### config.mk
export PLATFORM = sky130hd
export DESIGN_NAME = brg_claim_ctrl
export DESIGN_NICKNAME = d
export VERILOG_FILES = /design/src/rtl/brg_pkg.sv /design/src/rtl/brg_decode.sv /design/src/rtl/brg_dslot.sv /design/src/rtl/brg_claim_ctrl.sv
export SDC_FILE = /design/constraint.sdc
export NUM_CORES = 1
export LEC_CHECK = 0
export BUFFER_PORTS_ARGS = -buffer_cell sky130_fd_sc_hd__buf_2
export CAP_MARGIN = 20
export CORE_ASPECT_RATIO = 1.4
export CORE_MARGIN = 2
export CORE_UTILIZATION = 43
export CTS_BUF_LIST = sky130_fd_sc_hd__clkbuf_16
export DETAILED_ROUTE_END_ITERATION = 8
export PLACE_DENSITY = 0.7
export SYNTH_ARGS = -nofsm -noshare
export SYNTH_HDL_FRONTEND = slang
export SYNTH_SLANG_ARGS = --single-unit
### constraint.sdc
create_clock -name clk -period 2.7 [get_ports clk]
set_input_delay 0.405 -clock clk [delete_from_list [all_inputs] [get_ports clk]]
set_output_delay 0.405 -clock clk [all_outputs]
set_load 0.01 [all_outputs]
### src/rtl/brg_pkg.sv
package brg_pkg;

    parameter int unsigned BRG_AW = 16;
    parameter int unsigned BRG_CW = 4;

    // Only this command is accepted as posted
    localparam logic [BRG_CW-1:0] CMD_MEM_WR = 4'h7;

    typedef enum logic [1:0] {
        SLOT_IDLE  = 2'd0,
        SLOT_WAIT  = 2'd1,
        SLOT_READY = 2'd2,
        SLOT_ABORT = 2'd3
    } slot_st_e;

    typedef struct packed {
        logic sel_up;
        logic sel_dn;
        logic post;
        logic retry;
        logic done;
        logic mab;
        logic fwd;
    } rsp_t;

    localparam rsp_t RSP_NONE = '{default: 1'b0};

endpackage

### src/rtl/brg_decode.sv
module brg_decode #(
    parameter int AW = brg_pkg::BRG_AW
) (
    input  logic [AW-1:0] addr,
    input  logic          side,
    input  logic [AW-1:0] dn_base,
    input  logic [AW-1:0] dn_limit,
    input  logic [AW-1:0] up_base,
    input  logic [AW-1:0] up_limit,
    output logic          hit
);
    logic in_dn, in_up;

    // inclusive window; limit below base gives no match
    always_comb begin
        in_dn = (dn_limit >= dn_base) && (addr >= dn_base) && (addr <= dn_limit);
        in_up = (up_limit >= up_base) && (addr >= up_base) && (addr <= up_limit);
        if (!side) hit = in_dn;
        else       hit = !in_dn && in_up;
    end
endmodule

### src/rtl/brg_dslot.sv
module brg_dslot
    import brg_pkg::*;
#(
    parameter int AW = BRG_AW,
    parameter int CW = BRG_CW
) (
    input  logic          clk,
    input  logic          rst,
    input  logic          capture,
    input  logic          release_slot,
    input  logic          far_done,
    input  logic          far_mabort,
    input  logic [AW-1:0] addr,
    input  logic [CW-1:0] cmd,
    input  logic          side,
    output slot_st_e      state,
    output logic          match
);
    logic [AW-1:0] s_addr;
    logic [CW-1:0] s_cmd;
    logic          s_side;

    always_ff @(posedge clk) begin
        if (rst) begin
            state  <= SLOT_IDLE;
            s_addr <= '0;
            s_cmd  <= '0;
            s_side <= 1'b0;
        end else begin
            unique case (state)
                SLOT_IDLE: if (capture) begin
                    state  <= SLOT_WAIT;
                    s_addr <= addr;
                    s_cmd  <= cmd;
                    s_side <= side;
                end
                SLOT_WAIT: begin
                    if (far_mabort)    state <= SLOT_ABORT;
                    else if (far_done) state <= SLOT_READY;
                end
                SLOT_READY, SLOT_ABORT: if (release_slot) state <= SLOT_IDLE;
                default: state <= SLOT_IDLE;
            endcase
        end
    end

    assign match = (state != SLOT_IDLE) && (addr == s_addr) &&
                   (cmd == s_cmd) && (side == s_side);

    a_r6_capture_when_free: assert property (@(posedge clk) disable iff (rst)
        capture |-> state == SLOT_IDLE);
    a_r8_release_after_far: assert property (@(posedge clk) disable iff (rst)
        release_slot |-> (state == SLOT_READY || state == SLOT_ABORT));
    a_r10_abort_from_wait: assert property (@(posedge clk) disable iff (rst)
        (state == SLOT_WAIT && far_mabort) |=> state == SLOT_ABORT);
    a_r7_ready_holds: assert property (@(posedge clk) disable iff (rst)
        (state == SLOT_READY && !release_slot) |=> state == SLOT_READY);
endmodule

### src/rtl/brg_claim_ctrl.sv
module brg_claim_ctrl
    import brg_pkg::*;
#(
    parameter int AW = BRG_AW,
    parameter int CW = BRG_CW
) (
    input  logic          clk,
    input  logic          rst,
    input  logic          cyc_start,
    input  logic [AW-1:0] cyc_addr,
    input  logic [CW-1:0] cyc_cmd,
    input  logic          cyc_side,
    input  logic [AW-1:0] dn_base,
    input  logic [AW-1:0] dn_limit,
    input  logic [AW-1:0] up_base,
    input  logic [AW-1:0] up_limit,
    input  logic          far_done,
    input  logic          far_mabort,
    output logic          sel_up,
    output logic          sel_dn,
    output logic          post_ok,
    output logic          retry,
    output logic          done_ok,
    output logic          mabort_ret,
    output logic          fwd_req,
    output logic          fwd_dest,
    output logic [AW-1:0] fwd_addr,
    output logic [CW-1:0] fwd_cmd
);
    logic     hit, match, claim, postable, capture, release_slot;
    slot_st_e sst;
    rsp_t     nxt, cur;

    brg_decode #(.AW(AW)) u_dec (
        .addr(cyc_addr), .side(cyc_side),
        .dn_base(dn_base), .dn_limit(dn_limit),
        .up_base(up_base), .up_limit(up_limit),
        .hit(hit)
    );

    brg_dslot #(.AW(AW), .CW(CW)) u_slot (
        .clk(clk), .rst(rst),
        .capture(capture), .release_slot(release_slot),
        .far_done(far_done), .far_mabort(far_mabort),
        .addr(cyc_addr), .cmd(cyc_cmd), .side(cyc_side),
        .state(sst), .match(match)
    );

    always_comb begin
        claim    = cyc_start && hit;
        postable = (cyc_cmd == CMD_MEM_WR);
        nxt      = RSP_NONE;
        if (claim) begin
            nxt.sel_up = !cyc_side;
            nxt.sel_dn = cyc_side;
            if (postable) begin
                nxt.post = 1'b1;
                nxt.fwd  = 1'b1;
            end else if (match && sst == SLOT_READY) begin
                nxt.done = 1'b1;
            end else if (match && sst == SLOT_ABORT) begin
                nxt.mab = 1'b1;
            end else begin
                nxt.retry = 1'b1;
                nxt.fwd   = (sst == SLOT_IDLE);
            end
        end
        capture      = claim && !postable && (sst == SLOT_IDLE);
        release_slot = nxt.done || nxt.mab;
    end

    always_ff @(posedge clk) begin
        if (rst) begin
            cur      <= RSP_NONE;
            fwd_dest <= 1'b0;
            fwd_addr <= '0;
            fwd_cmd  <= '0;
        end else begin
            cur <= nxt;
            if (nxt.fwd) begin
                fwd_dest <= !cyc_side;
                fwd_addr <= cyc_addr;
                fwd_cmd  <= cyc_cmd;
            end
        end
    end

    assign sel_up     = cur.sel_up;
    assign sel_dn     = cur.sel_dn;
    assign post_ok    = cur.post;
    assign retry      = cur.retry;
    assign done_ok    = cur.done;
    assign mabort_ret = cur.mab;
    assign fwd_req    = cur.fwd;

    a_r1_one_side: assert property (@(posedge clk) disable iff (rst)
        !(sel_up && sel_dn));
    a_r5_single_ending: assert property (@(posedge clk) disable iff (rst)
        (sel_up || sel_dn) |-> $countones({post_ok, retry, done_ok, mabort_ret}) == 1);
    a_r2_fwd_needs_claim: assert property (@(posedge clk) disable iff (rst)
        fwd_req |-> (sel_up || sel_dn));
    a_r2_no_ending_unclaimed: assert property (@(posedge clk) disable iff (rst)
        !(sel_up || sel_dn) |-> !(post_ok || retry || done_ok || mabort_ret));
    a_r5_dest_opposite: assert property (@(posedge clk) disable iff (rst)
        fwd_req |-> (fwd_dest == sel_up));
    a_r12_quiet_after_reset: assert property (@(posedge clk) disable iff (rst)
        $past(rst) |-> !(sel_up || sel_dn || fwd_req));
endmodule

==> flow_summary.yaml <==
cells_and_area:
  final_cell_mix: "buf_2 (117), ha_1 (96), nand2_1 (83), buf_4 (69), inv_1 (66)"
  stdcell_count: 844
  area_delta_synth_final_pct: 31.6
  seq_area_um2: 1020
  multiInputGateArea_um2: 3130
  n_fill_cell: 964
  final_util: 0.573
  final_common_cell: "buf_2"
  nets: 891
  drive_gt1_frac: 0.300
  n_antenna_cell: 0
worst_setup_path:
  path_buf_inv: 3
  worstPathArrival_ps: 2860
  path_cells: "buf_2 -> ha_1 -> a21oi_1 -> o21ai_0 -> a221oi_1 -> buf_4 -> o221a_1 -> o221ai_2 -> mux2i_4 -> and3_2 -> buf_12 -> mux2i_1"
  cp.required_ps: 2920
  crit_path_max_incr_delay_ps: 330
  critical_path.max_fanout: 12
  cp_slowest_cell: "a221oi_1"
  path_class: "in2reg"
  end_kind: "flop"
  startpoint_type: "input pin"
  reg2reg_slack_ps: 870
  critical-path-top-delay-family: "compound AO/OA/AOI/OAI gates"
status:
  status: "completed"
drt:
  routed_wl_um: 12000
  avgRoutedWirePerCell_um: 14.2
  vias_per_cell: 5.14
  route.detailed.drc: 0
  num_vias: 4337
  firstDrtPassIters: 5
  drtAntennaViolNets: 0
  drtIter0Drc: 192
synth:
  synth_area_um2: 4460
  ys_ff_latch: 51
  synthCells: 520
  syn-num-nets: 706
  postSynthAreaPerCell_um2: 8.58
  post_synth_num_cell_types: 48
  ys_seq_area_frac: 0.229
  yosys_warnings: 0
floorplanning:
  die_w_um: 90.1
  core_area_um2: 10200
  dieHeight_um: 125
  start_util: 0.436
  fp-row-count: 44
  fp.dieArea_um2: 11200
  ios: 118
global_route:
  antenna_found_initial: 0
  grt_util_all_layers: 0.209
  grt_pass1_wl_um: 19500
  first_global_vias: 4500
  grt_max_degree: 64
  gr-total-overflow: 0
min_path:
  min_path_type: "in2reg"
cts:
  cts_tree: "yes"
  cts.path.max_buffers: 2
  path_clk_slew_ps: 70
  cts_buffers: 5
  root_buffer: "clkbuf_16"
  cts_setup_buffers: 0
  clk_latency_ps: 290
  numClockSinks: 51
  htreeDepth: 2
  hold_buffers: 0
sta:
  fin_skew_ps: 7.11
  fmax_ghz: 0.380
  worst_slack_ps: 65.2
  maxSlewViolCount: 0
  finalSetupTns_ps: 0
  worst_pin_slew_ps: 595
  setup_violations: 0
  min_period_ps: 2630
  hold_violations: 0
  fin_crit_sh: 0.976
  rsz0062_at_grt: "true"
  relSlewSlack: 0.603
placement:
  gp_congestion: 0.860
  detailed_place_hpwl_um: 10400
  place_inst: 836
  numPortBuffers: 117
  dp_slack_ps: -336
power_and_ir_drop:
  combPwrFrac: 0.322
  power.leakage_nw: 3.13
  pwr-share-clk: 0.296
  seqPwrFrac: 0.382
  switching_share: 0.301
  power_mw: 2.06
  power_density_nw_per_um2: 352
  peakVddDrop_v: 0.000240
  power_switching_mw: 0.621
  intPower_mw: 1.44
run:
  drv_cap: 0
-- through the flow --
step / area (µm²) / hold WS, ps
after floorplan: 4460 / 446
after detailed placement: 5680 / 449
after CTS: 5820 / 373
after global placement: 5680 / 444
after global routing: 5870 / 419
final: 5870 / 402
-- state kept, by name (all words and copies together), names as in the netlist --
| register | flops |
|---|---|
| fwd_addr | 16 |
| u_slot.s_addr | 16 |
| fwd_cmd | 4 |
| u_slot.s_cmd | 4 |
| u_slot.state | 2 |
| done_ok | 1 |
| fwd_dest | 1 |
| fwd_req | 1 |
| mabort_ret | 1 |
| post_ok | 1 |
| retry | 1 |
| sel_dn | 1 |
| sel_up | 1 |
| u_slot.s_side | 1 |
-- cell type report --
cell class | instances | area share
sequential | 51 | 0.174
multi-input combinational | 391 | 0.533
timing repair buffer | 189 | 0.197
clock inverter | 3 | 0.00256
tap | 138 | 0.0294
clock buffer | 5 | 0.0213
inverter | 67 | 0.0428
-- layer usage --
| layer | vias to the layer above | GRT usage | part of all wire |
|---|---|---|---|
| met1 | 1995 | 0.224 | 0.39 |
| met2 | 118 | 0.407 | 0.54 |
| met3 | 22 | 0.0296 | 0.041 |
| met5 | - | 0 | 0 |
| li1 | 2202 | - | - |
| met4 | 0 | 0.0742 | 0.031 |
-- cells by family after synthesis --
group | synth area share
adders and majority gates | 0.269
DFF | 0.229
and+or+nand+nor | 0.166
AOI/OAI and AO/OA | 0.119
xor gates and xnor gates | 0.0412
buffers and inverters | 0.0797
muxes | 0.0959
-- worst paths after layout --
| path | startpoint | end | depth (start not counted) |
|---|---|---|---|
| hold reg to reg | fwd_addr[10]$_SDFFE_PP0P_ | fwd_addr[10]$_SDFFE_PP0P_ | 2 |
| setup / recovery | cyc_addr[7] | fwd_addr[7]$_SDFFE_PP0P_ | 12 |
| hold / removal | cyc_start | u_slot.state[1]$_SDFFE_PP0P_ | 2 |
| setup reg to reg | u_slot.s_addr[0]$_SDFFE_PP0P_ | u_slot.state[0]$_SDFFE_PP0P_ | 7 |
-- power by group through the flow --
stage / sequential, mW / combinational [mW] / clock (mW)
floorplan: 0.808 / 0.342 / 0
global placement: 0.804 / 0.620 / 0
detailed placement: 0.805 / 0.652 / 0
CTS: 0.788 / 0.655 / 0.625
global route: 0.790 / 0.744 / 0.653
finish: 0.788 / 0.665 / 0.611
-- cells in the mapped netlist (all sizes together) --
cell,number,area share
ha,96,0.27
nand2,83,0.070
inv,67,0.056
dfxtp,51,0.23
mux2i,40,0.093
a21oi,29,0.033
nand4,18,0.025
xnor2,17,0.033
nor2,12,0.010
nand3,11,0.012
o21ai,10,0.011
nand2b,7,0.0098
buf,5,0.012
nor2b,5,0.0070
nor3,5,0.0056
o211ai,5,0.0095
o21a,5,0.0084
a211oi,4,0.0067
a21o,4,0.0067
and4,4,0.0079
xor2,4,0.0079
a2111oi,3,0.0059
a221oi,3,0.0059
and3,3,0.0042
dlygate4sd3,3,0.0067
nor4,3,0.0042
o221a,3,0.0076
or4,3,0.0059
a221o,2,0.0045
a311o,2,0.0045
dlygate4sd1,2,0.0039
o2111ai,2,0.0039
a2111o,1,0.0025
a31o,1,0.0020
a31oi,1,0.0014
and3b,1,0.0020
clkbuf,1,0.00084
mux2,1,0.0034
nand4b,1,0.0020
o211a,1,0.0022
o221ai,1,0.0034
-- timing repair --
action | 4_1_cts | 5_1_grt
resized for setup | 1 | 13
pin swaps | 0 | 5
endpoints found under the setup margin | 2 | 43
No activity file was read; power rests on OpenSTA's default activity.
